===== config.mk =====
export PLATFORM = sky130hd
export DESIGN_NAME = tsync_requester
export DESIGN_NICKNAME = d
export VERILOG_FILES = /design/src/rtl/tsync_pkg.sv /design/src/rtl/tsync_dcount.sv /design/src/rtl/tsync_calc.sv /design/src/rtl/tsync_requester.sv
export SDC_FILE = /design/constraint.sdc
export NUM_CORES = 1
export LEC_CHECK = 0
export BUFFER_PORTS_ARGS = -buffer_cell sky130_fd_sc_hd__buf_4
export CORE_MARGIN = 2
export CORE_UTILIZATION = 35
export CTS_CLUSTER_DIAMETER = 40
export CTS_CLUSTER_SIZE = 8
export DETAILED_ROUTE_END_ITERATION = 7
export PLACE_DENSITY = 0.64
export SYNTH_ARGS = -nofsm -noshare
export SYNTH_HDL_FRONTEND = slang
export SYNTH_SLANG_ARGS = --single-unit
export TNS_END_PERCENT = 100

===== constraint.sdc =====
create_clock -name clk -period 5.73 [get_ports clk]
set_input_delay 1.146 -clock clk [delete_from_list [all_inputs] [get_ports clk]]
set_output_delay 1.146 -clock clk [all_outputs]
set_load 0.03 [all_outputs]

===== src/rtl/tsync_pkg.sv =====
`timescale 1ns/1ps
package tsync_pkg;
  localparam int TS_W  = 32;
  localparam int SEQ_W = 8;
  localparam int TY_W  = 2;

  localparam logic [TY_W-1:0] MT_REQ  = 2'd0;
  localparam logic [TY_W-1:0] MT_SYNC = 2'd1;
  localparam logic [TY_W-1:0] MT_ACK  = 2'd2;

  typedef logic [TS_W-1:0]  ts_t;
  typedef logic [SEQ_W-1:0] seq_t;

  typedef enum logic [1:0] {
    ST_IDLE    = 2'd0,
    ST_BACKOFF = 2'd1,
    ST_SEND    = 2'd2,
    ST_WAIT    = 2'd3
  } req_state_e;

  // Wrapped signed difference of two timestamps, widened by one bit.
  function automatic logic signed [TS_W:0] ts_span(input ts_t later, input ts_t earlier);
    ts_t d;
    d = later - earlier;
    return {d[TS_W-1], d};
  endfunction

  // Half of a 33-bit signed value, rounded toward minus infinity.
  function automatic ts_t ts_half(input logic signed [TS_W:0] v);
    logic signed [TS_W:0] h;
    h = v >>> 1;
    return TS_W'(h);
  endfunction
endpackage


===== src/rtl/tsync_dcount.sv =====
`timescale 1ns/1ps
module tsync_dcount #(
  parameter int W = 16
) (
  input  logic         clk,
  input  logic         rst_n,
  input  logic         load,
  input  logic [W-1:0] load_val,
  input  logic         dec,
  output logic         zero
);
  logic [W-1:0] cnt_q;

  always_ff @(posedge clk or negedge rst_n) begin
    if (!rst_n)
      cnt_q <= '0;
    else if (load)
      cnt_q <= load_val;
    else if (dec && (cnt_q != '0))
      cnt_q <= cnt_q - 1'b1;
  end

  assign zero = (cnt_q == '0);
endmodule


===== src/rtl/tsync_calc.sv =====
`timescale 1ns/1ps
module tsync_calc
  import tsync_pkg::*;
(
  input  ts_t t_loc_tx,
  input  ts_t t_ref_rx,
  input  ts_t t_ref_tx,
  input  ts_t t_loc_rx,
  output ts_t offset,
  output ts_t delay
);
  logic signed [TS_W:0] fwd_span;
  logic signed [TS_W:0] bwd_span;
  logic signed [TS_W:0] diff_w;
  logic signed [TS_W:0] sum_w;

  always_comb begin
    fwd_span = ts_span(t_ref_rx, t_loc_tx);
    bwd_span = ts_span(t_loc_rx, t_ref_tx);
    diff_w   = fwd_span - bwd_span;
    sum_w    = fwd_span + bwd_span;
    offset   = ts_half(diff_w);
    delay    = ts_half(sum_w);
  end
endmodule


===== src/rtl/tsync_requester.sv =====
`timescale 1ns/1ps
module tsync_requester
  import tsync_pkg::*;
#(
  parameter int              RND_W        = 16,
  parameter logic [RND_W-1:0] BACKOFF_MASK = 16'h003F,
  parameter int              TIMEOUT      = 40,
  parameter int              MAX_RETRY    = 3
) (
  input  logic             clk,
  input  logic             rst_n,
  input  logic [TS_W-1:0]  local_time,
  input  logic [RND_W-1:0] rnd_in,
  input  logic             rx_valid,
  input  logic [TY_W-1:0]  rx_type,
  input  logic [SEQ_W-1:0] rx_seq,
  input  logic [TS_W-1:0]  rx_ts_recv,
  input  logic [TS_W-1:0]  rx_ts_send,
  output logic             tx_valid,
  input  logic             tx_ready,
  output logic [TY_W-1:0]  tx_type,
  output logic [SEQ_W-1:0] tx_seq,
  output logic [TS_W-1:0]  tx_ts,
  output logic             sample_valid,
  output logic [TS_W-1:0]  sample_offset,
  output logic [TS_W-1:0]  sample_delay,
  output logic             sync_fail
);
  localparam int TMR_W = $clog2(TIMEOUT + 1) < 1 ? 1 : $clog2(TIMEOUT + 1);
  localparam int RTY_W = $clog2(MAX_RETRY + 2);

  req_state_e       st_q, st_d;
  seq_t             seq_q;
  ts_t              t1_q;
  logic [RTY_W-1:0] retry_q;
  logic             fail_q;
  logic             smp_v_q;
  ts_t              off_q, dly_q;

  // Named internal events, also observed by the bound checker.
  logic ev_req_take, ev_tx_fire, ev_ack_take, ev_timeout, ev_retry, ev_give_up;
  logic ack_hit, bo_zero, tmo_zero;
  ts_t  calc_off, calc_dly;

  assign ack_hit     = rx_valid && (rx_type == MT_ACK) && (rx_seq == seq_q);
  assign ev_req_take = (st_q == ST_IDLE) && rx_valid && (rx_type == MT_REQ);
  assign ev_tx_fire  = (st_q == ST_SEND) && tx_ready;
  assign ev_ack_take = (st_q == ST_WAIT) && ack_hit;
  assign ev_timeout  = (st_q == ST_WAIT) && !ack_hit && tmo_zero;
  assign ev_retry    = ev_timeout && (retry_q != RTY_W'(MAX_RETRY));
  assign ev_give_up  = ev_timeout && (retry_q == RTY_W'(MAX_RETRY));

  tsync_dcount #(.W(RND_W)) u_backoff (
    .clk      (clk),
    .rst_n    (rst_n),
    .load     (ev_req_take),
    .load_val (rnd_in & BACKOFF_MASK),
    .dec      (st_q == ST_BACKOFF),
    .zero     (bo_zero)
  );

  tsync_dcount #(.W(TMR_W)) u_timeout (
    .clk      (clk),
    .rst_n    (rst_n),
    .load     (ev_tx_fire),
    .load_val (TMR_W'(TIMEOUT)),
    .dec      (st_q == ST_WAIT),
    .zero     (tmo_zero)
  );

  tsync_calc u_calc (
    .t_loc_tx (t1_q),
    .t_ref_rx (rx_ts_recv),
    .t_ref_tx (rx_ts_send),
    .t_loc_rx (local_time),
    .offset   (calc_off),
    .delay    (calc_dly)
  );

  always_comb begin
    st_d = st_q;
    unique case (st_q)
      ST_IDLE:    if (ev_req_take) st_d = ST_BACKOFF;
      ST_BACKOFF: if (bo_zero)     st_d = ST_SEND;
      ST_SEND:    if (ev_tx_fire)  st_d = ST_WAIT;
      ST_WAIT: begin
        if (ev_ack_take || ev_give_up) st_d = ST_IDLE;
        else if (ev_retry)             st_d = ST_SEND;
      end
      default: st_d = ST_IDLE;
    endcase
  end

  always_ff @(posedge clk or negedge rst_n) begin
    if (!rst_n) begin
      st_q    <= ST_IDLE;
      seq_q   <= '0;
      t1_q    <= '0;
      retry_q <= '0;
      fail_q  <= 1'b0;
      smp_v_q <= 1'b0;
      off_q   <= '0;
      dly_q   <= '0;
    end else begin
      st_q    <= st_d;
      smp_v_q <= ev_ack_take;
      if (ev_tx_fire) t1_q <= local_time;
      if (ev_ack_take || ev_timeout) seq_q <= seq_q + 1'b1;
      if (ev_req_take) retry_q <= '0;
      else if (ev_retry) retry_q <= retry_q + 1'b1;
      if (ev_req_take) fail_q <= 1'b0;
      else if (ev_give_up) fail_q <= 1'b1;
      if (ev_ack_take) begin
        off_q <= calc_off;
        dly_q <= calc_dly;
      end
    end
  end

  assign tx_valid      = (st_q == ST_SEND);
  assign tx_type       = MT_SYNC;
  assign tx_seq        = seq_q;
  assign tx_ts         = local_time;
  assign sample_valid  = smp_v_q;
  assign sample_offset = off_q;
  assign sample_delay  = dly_q;
  assign sync_fail     = fail_q;
endmodule


== Word level (Yosys, flattened, before mapping) ==
Cells that the tools add are included.

* Add/subtract/negate cells: 8
* Eq/ne operators: 11
* Muxes and demuxes: 14
* Reduce and logical (&&, ||, !) cells: 26

{| class="wikitable"
|+ Operator list
! kind !! count
|-
| $sub A32 B32 Y32 || 2
|-
| $add A32 B32 Y33 || 1
|-
| $sub A32 B32 Y33 || 1
|-
| $mux W16 || 2
|-
| $logic_not A16 Y1 || 1
|-
| $reduce_bool A16 Y1 || 1
|-
| $sub A16 B1 Y16 const B || 1
|-
| $logic_and A1 B1 Y1 || 12
|-
| $mux W6 || 2
|-
| $mux W2 || 5
|-
| $add A8 B1 Y8 const B || 1
|-
| $eq A8 B8 Y1 || 1
|-
| $pmux W2 S4 || 1
|-
| $reduce_bool A2 Y1 || 4
|-
| $eq A2 B2 Y1 const B || 3
|-
| $logic_not A6 Y1 || 1
|-
| $mux W3 || 2
|-
| $reduce_bool A6 Y1 || 1
|-
| $sub A6 B1 Y6 const B || 1
|-
| $logic_not A2 Y1 || 2
|-
| $ne A2 B2 Y1 const B || 2
|-
| $reduce_and A4 Y1 || 1
|-
| $add A3 B1 Y3 const B || 1
|-
| $eq A3 B2 Y1 const B || 1
|-
| other kinds (7) || 9
|}

* Register bits: 133
* Input bits: 126

== Logic depth before layout (Yosys ltp) ==
Gate-level depths: netlist of run 1.

* Depth in word-level cells: 10
* Depth in mapped cells: 24

== Modules after synthesis ==
From an unflattened synthesis of run 1, not the netlist that was laid out.

* Cell total of the unflattened synthesis: 1545
* Area total of the unflattened synthesis: 13100.1 um^2

{| class="wikitable"
|+ By module, submodules not included
! module !! instances !! cells each !! area an instance (um^2) !! seq. area each (um^2)
|-
| tsync_calc || 1 || 987 || 6723.9 || 0.0
|-
| tsync_requester || 1 || 384 || 4897.2 || 2777.7
|-
| tsync_dcount (u_backoff) || 1 || 124 || 1054.8 || 400.4
|-
| tsync_dcount (u_timeout) || 1 || 50 || 424.2 || 150.1
|}

== Least setup slack after synthesis of run 1 ==
Ideal clock, no wire load.

* Path type: input -> register
* From: in local_time[0]
* To: reg dly_q[29] (netlist: sample_delay[29])
* Library setup time: 0.134 ns
* Data arrival time: 5.250 ns
* Data required time: 5.596 ns
* Setup slack: 0.346 ns
* Stages on the path: 24
* Cell sequence: inv_1 -> ha_1 -> inv_1 -> fa_1 -> a21oi_1 -> o22ai_1 -> o21ai_0 -> a21oi_1 -> nor2_1 -> nor2_1 -> a311oi_1 -> o311a_1 -> xnor2_1 -> ha_1 -> clkbuf_1 -> inv_1 -> nor3_1 -> a221oi_1 -> nor3_1 -> a2111oi_0 -> o31ai_1 -> a21oi_1 -> xor2_1 -> o21ai_0

* Word-level cells in the longest chain between the ends: 2

{| class="wikitable"
|+ RTL lines
! element !! RTL line !! RTL
|-
| from (decl) || tsync_requester.sv:12 || <nowiki>input logic [TS_W-1:0] local_time,</nowiki>
|-
| $sub A32 B32 Y32 || tsync_pkg.sv:24 || <nowiki>d = later - earlier;</nowiki>
|-
| $add A32 B32 Y33 || tsync_calc.sv:21 || <nowiki>sum_w = fwd_span + bwd_span;</nowiki>
|-
| to (signal assigned) || tsync_requester.sv:115 || <nowiki>dly_q <= calc_dly;</nowiki>
|-
| to (decl) || tsync_requester.sv:38 || <nowiki>ts_t off_q, dly_q;</nowiki>
|}

No other way between the ends.
A chain may end at the register's enable or synchronous reset.

== Worst setup path in the final report of run 1 ==
* From: in local_time[0]
* To: reg off_q[30] (netlist: sample_offset[30])

* Word-level cells in the longest chain between the ends: 2

{| class="wikitable"
|+ RTL lines
! element !! RTL line !! RTL
|-
| $sub A32 B32 Y32 || tsync_pkg.sv:24 ||
|-
| $sub A32 B32 Y33 || tsync_calc.sv:20 || <nowiki>diff_w = fwd_span - bwd_span;</nowiki>
|-
| to (signal assigned) || tsync_requester.sv:114 || <nowiki>off_q <= calc_off;</nowiki>
|-
| to (decl) || tsync_requester.sv:38 ||
|}

No other way between the ends.

==> results by group, run 1 <==
Outcome
  • Status: complete, no violations

Cells and area
  • Most frequent cells in the layout: buf_4 (319), inv_1 (139), a21oi_1 (136), nand2_1 (135), dfrtp_1 (133)
  • Filler cells: 3567
  • Layout area overhead: 24.1%
  • Layout cell share with drive strength beyond 1: 0.231
  • Layout Nets: 2055
  • FF/Latch Area: 3330 um2
  • Utilization after layout: 0.441
  • Multi-input logic area: 8260 um2
  • Final Cell Area: 15700 um2
  • Inserted Diodes: 0
  • Most common cell after layout, fill and taps aside: buf_4

Power and ir drop
  • IR drop worst, VDD: 0.281 mV
  • Leak: roughly 7.6 nW
  • Sw frac: 0.503
  • Reg power frac: 0.116
  • Share of total power in combinational logic: 0.784
  • Switching Power: between 5 and 6 mW
  • PwrDens: between 700 and 800 nW/um2
  • Clock power frac: 0.100
  • Cell Int Power: around 5.5 mW
  • Overall Power: ~11 mW

Clock tree
  • Hold_buf cts: 0
  • Setup bufs post-CTS: 0
  • CTS tree: done
  • H-tree levels: 4
  • Clock sink count: 133
  • Clk buf depth: 2
  • Root Buffer: clkbuf_16
  • CTS Buf Count: 17
  • Cts repair resizes: 0
  • Clk slew on worst S/H paths: 70 ps
  • Skew-Pair Late Insertion Delay: 460 ps

Timing
  • Max transition margin: 0.355
  • Final Max Tran Viols: 0
  • Fin. Hold Viols: 0
  • Max frequency: 185 MHz
  • Final Cycle Share: 0.942
  • WHS: 470 ps
  • Clock skew: ~11 ps
  • RSZ-0062 raised after global routing: no
  • Final count of negative-setup-slack endpoints: 0
  • Worst-Margin Slew: between 900 and 1000 ps
  • Final Critical Period: 5400 ps

Detailed routing
  • Vias per Instance: 5.07
  • Antenna viol nets, final: 0
  • Routed wire length: 36.1 mm
  • Initial DRC Count: between 700 and 800
  • DRC viols: 0
  • DR WL/cell: 15.9 um
  • Vias: 11500
  • Drt pass-1 iters: 5

Synthesis
  • Mapped Area: 12600 um2
  • Post-synth EDFFs: 0
  • Unique cell type count in the Yosys netlist: 78
  • Mapped Cells: 1560
  • Syn Area/Cell: 8.10 um2
  • Ys flop type: dfrtp_1
  • Sequential cell area fraction in the yosys report: 0.263
  • Synth async-reset ratio: 1.00
  • Syn nets: about 1800
  • Seq cells post-synth: 133
  • Yosys warns: 0

Setup path
  • Crit path max-delay family: compound AO/OA/AOI/OAI gates
  • Largest fanout on the critical path: 3
  • Slowest stage delay, CP: 450 ps
  • Worst setup path class: in2reg
  • Crit path buffers/inverters: 7
  • Crit-path most repeated cell: buf_4
  • Worst Path Required: approximately 6000 ps
  • Crit start category: input port
  • Slowest-stage cell, CP: nor4_1
  • CP Capture Type: flip-flop
  • CP Data Arrival Time: 5740 ps

Die
  • Die area: 37700 um2
  • I/O Pins: 235
  • Die width: 194 um
  • Placement Rows: 69
  • Initial Utilization: 0.355
  • Die height: 194 um
  • Core ar.: 35600 um2

Global route
  • Grt total ovfl: 0
  • Initial antenna violation count: 0
  • GRT Total Usage: 0.189
  • Largest net degree at the start of global routing: 87
  • Vias in the first global route: 11000
  • Global-route wire length before repair: between 50 and 60 mm

Placement
  • I/O Buffers: 222
  • Post-Place Cell Area: approximately 15000 um2
  • RePlAce Congestion: 0.874
  • DPL Wire Length: ~29 mm

Run
  • Max cap viols: 0

Worst hold path
  • Hold Path Class: reg2reg
==> power groups by stage <==
stage,Combinational [mW],Clock (mW),Sequential (mW)
after floorplan,5.95,0,1.33
after global placement,8.51,0,1.30
after detailed placement,8.59,0,1.31
after CTS,8.63,1.14,1.29
after global routing,9.56,1.18,1.32
final,8.70,1.11,1.29
==> path summary, 6_finish.rpt <==
path	startpoint	endpoint	slack, ps	cells after the start
max in group asynchronous	rst_n	sample_offset[19]$_DFFE_PN0P_	3770	2
min	sample_delay[0]$_DFFE_PN0P_	sample_delay[0]$_DFFE_PN0P_	470	2
min in group asynchronous	rst_n	t1_q[4]$_DFFE_PN0P_	760	1
max	local_time[0]	sample_offset[30]$_DFFE_PN0P_	330	25
min reg2reg	sample_delay[0]$_DFFE_PN0P_	sample_delay[0]$_DFFE_PN0P_	470	2
max reg2reg	t1_q[0]$_DFFE_PN0P_	sample_offset[30]$_DFFE_PN0P_	780	20
==> state kept, by name, indices dropped and copies added, names as in the netlist <==
| name | flops |
|---|---|
| tx_seq | 8 |
| u_backoff.cnt_q | 16 |
| st_q | 2 |
| sync_fail | 1 |
| sample_delay | 32 |
| sample_valid | 1 |
| t1_q | 32 |
| sample_offset | 32 |
| u_timeout.cnt_q | 6 |
| retry_q | 3 |
==> layer usage <==
layer / track usage / up-vias / share of wire
met1: 0.270 / 5339 / 0.50
met3: 0.0257 / 34 / 0.036
li1: - / 5848 / -
met5: 0 / - / 0
met4: 0.0455 / 0 / 0.014
met2: 0.300 / 278 / 0.45
==> cells in the mapped netlist, types with 5 or more instances <==
master	n	area [um2]
buf_4	36	270
o21a_1	14	105
ha_1	130	1630
nor4_1	11	68.8
a211oi_1	5	37.5
nor3_1	23	115
o21ai_0	115	576
nor2_1	105	394
o21bai_1	29	218
xnor2_1	112	981
o31a_1	7	61.3
nand2_1	136	510
xor2_1	49	429
buf_2	9	45.0
clkbuf_1	53	199
nand3_1	37	185
inv_1	139	522
nand2b_1	18	113
a21oi_1	137	686
a31oi_1	14	87.6
and2_1	6	37.5
dfrtp_1	133	3330
nor2b_1	15	93.8
o21ai_1	15	75.1
mux2_2	34	383
o31ai_1	15	113
a21o_1	35	263
and3_1	11	68.8
nand4_1	24	150
==> tightest hold or removal path, delay by kind of cell (launching register included) <==
kind             cells  cell delay [ps]
flip-flops           1              350
AND/OR/NAND/NOR      2              100
==> through the flow <==
stage	instances	setup TNS, ps	setup slack [ps]
floorplan	1560	0	346
global placement	2237	-576	-237
global route	2269	0	1.34
CTS	2269	0	221
detailed placement	2237	-499	-240
finish	2269	0	334
==> layout make-up <==
cell class	count	share of cell area
well taps	461	0.0368
multi-input cells	1181	0.526
clock inverters	15	0.0104
clock buffers	17	0.0271
flip-flops and latches	133	0.212
inverters	142	0.0340
repair buffers	320	0.153
==> cells by family after synthesis <==
group	synth area share
adder cells (fa/ha/maj)	0.135
XOR/XNOR	0.112
AND/OR/NAND/NOR	0.150
flip-flops	0.263
multiplexers	0.0319
AO/OA/AOI/OAI	0.221
other	0.000594
buffers and inverters	0.0862
Power figures use the tool's default switching activity.
==> run 2: changes to the inputs <==
- BUFFER_PORTS_ARGS: -buffer_cell sky130_fd_sc_hd__buf_4 -> -buffer_cell sky130_fd_sc_hd__buf_2
==> results by group, run 2 (synthesis results as in run 1) <==
Setup path
  • Worst Path Required: 6060 ps
  • Slowest stage delay, CP: ~420 ps
  • Slowest-stage cell, CP: a311oi_1
  • Largest fanout on the critical path: 3
  • Worst r2r src: t1_q[0]$_DFFE_PN0P_
  • CP Capture Type: flip-flop
  • CP Data Arrival Time: 5700 ps
  • Worst-case reg-to-reg path depth: 23
  • Crit path capture: sample_offset[30]$_DFFE_PN0P_
  • R2r endpoint: sample_offset[28]$_DFFE_PN0P_
  • Crit path buffers/inverters: 7
  • Worst setup path class: in2reg
  • Reg-to-reg slack, setup: 880 ps
  • Crit path max-delay family: compound AO/OA/AOI/OAI gates
  • CP Depth: 25
  • CP startpoint: local_time[0]
  • Crit-path most repeated cell: buf_4
  • Crit start category: input port

Clock tree
  • Cts repair resizes: 0
  • Root Buffer: clkbuf_16
  • CTS Buf Count: 17
  • Skew-Pair Late Insertion Delay: ~450 ps
  • CTS tree: done
  • Hold_buf cts: 0
  • Setup bufs post-CTS: 0
  • Clk buf depth: 2
  • H-tree levels: 4
  • Clock sink count: 133
  • Clk slew on worst S/H paths: 70 ps

Detailed routing
  • DR WL/cell: 15.8 um
  • Routed wire length: 35.7 mm
  • Initial DRC Count: approximately 750
  • Vias per Instance: 5.10
  • Vias: 11600
  • Drt pass-1 iters: 5
  • DRC viols: 0
  • Antenna viol nets, final: 0

Die
  • Placement Rows: 69
  • Die width: just under 200 um
  • Die height: 194 um
  • I/O Pins: ~240
  • Die area: 37700 um2
  • Core ar.: 35600 um2
  • Initial Utilization: 0.355

Global route
  • GRT Total Usage: 0.189
  • Vias in the first global route: 11300
  • Largest net degree at the start of global routing: 90
  • Global-route wire length before repair: 58.0 mm
  • Grt total ovfl: 0
  • Initial antenna violation count: 1

Power and ir drop
  • Overall Power: 11.1 mW
  • IR drop worst, VDD: ~0.34 mV
  • PwrDens: 733 nW/um2
  • Leak: 7.43 nW

Cells and area
  • Most frequent cells in the layout: buf_2 (221), inv_1 (139), a21oi_1 (136), nand2_1 (135), dfrtp_1 (133)
  • Layout cell share with drive strength beyond 1: 0.230
  • Layout Nets: 2050
  • Final Cell Area: roughly 15000 um2
  • Layout area overhead: 19.7%
  • Utilization after layout: 0.425
  • Filler cells: between 3000 and 4000
  • Most common cell after layout, fill and taps aside: buf_2

Timing
  • Setup TNS: 0 ps
  • Max frequency: between 150 and 200 MHz
  • Final Critical Period: 5370 ps
  • Final Max Tran Viols: 0
  • RSZ-0062 raised after global routing: no
  • Final Cycle Share: 0.937
  • Clock skew: approximately 11 ps
  • Fin. Hold Viols: 0
  • Worst-Margin Slew: slightly below 1000 ps
  • Max transition margin: 0.349
  • Final count of negative-setup-slack endpoints: 0
  • Worst setup margin: 359 ps

Placement
  • I/O Buffers: 222
  • DP Worst Slack: -301 ps
  • RePlAce Congestion: 0.891
  • DPL Wire Length: 29.0 mm
  • Post-Place Cell Area: 14500 um2

Worst hold path
  • Hold Path Class: reg2reg

Run
  • Max cap viols: 0

Outcome
  • Status: complete, no violations
[run 2: worst reg2reg max path, delay by kind of cell (launching register included)]
kind | cells | cell delay (ps)
adder cells (fa/ha/maj) | 3 | 1060
flip-flops | 1 | 380
AO/OA/AOI/OAI | 11 | 1990
XOR/XNOR | 2 | 330
AND/OR/NAND/NOR | 4 | 510
buffers and inverters | 3 | 440
[run 2: worst min path at each step]
stage,startpoint,endpoint,depth (start not counted)
floorplan,t1_q[0]$_DFFE_PN0P_,t1_q[0]$_DFFE_PN0P_,2
global placement,sample_delay[0]$_DFFE_PN0P_,sample_delay[0]$_DFFE_PN0P_,2
detailed placement,sample_delay[0]$_DFFE_PN0P_,sample_delay[0]$_DFFE_PN0P_,2
CTS,sample_delay[0]$_DFFE_PN0P_,sample_delay[0]$_DFFE_PN0P_,2
global route,sample_offset[26]$_DFFE_PN0P_,sample_offset[26]$_DFFE_PN0P_,2
finish,sample_offset[9]$_DFFE_PN0P_,sample_offset[9]$_DFFE_PN0P_,2
[run 2: area by class of cell]
cell class,count,area [um2],share of cell area
antenna,1,2.50,0.000165
clock buffer,17,425,0.0281
clock inverter,15,185,0.0122
inverter,142,533,0.0352
multi-input combinational,1181,8270,0.546
sequential,133,3330,0.220
tap,461,577,0.0381
timing repair buffer,315,1820,0.120
[run 2: power breakdown]
part / internal, mW / total, mW / switching, mW
registers: 1.14 / 1.29 / 0.145
logic: 3.72 / 8.64 / 4.92
clock network: 0.625 / 1.15 / 0.529
total: 5.49 / 11.1 / 5.60
[run 2: through the flow]
step                instances  hold slack [ps]
floorplan                1560              454
global placement         2232              446
detailed placement       2232              460
CTS                      2264              475
global route             2265              491
finish                   2265              472
[run 2: routing by layer]
metal  GRT usage  wire (um)
met5           0          0
met4      0.0556        779
met3      0.0254       1570
met2       0.295      15500
met1       0.272      17900
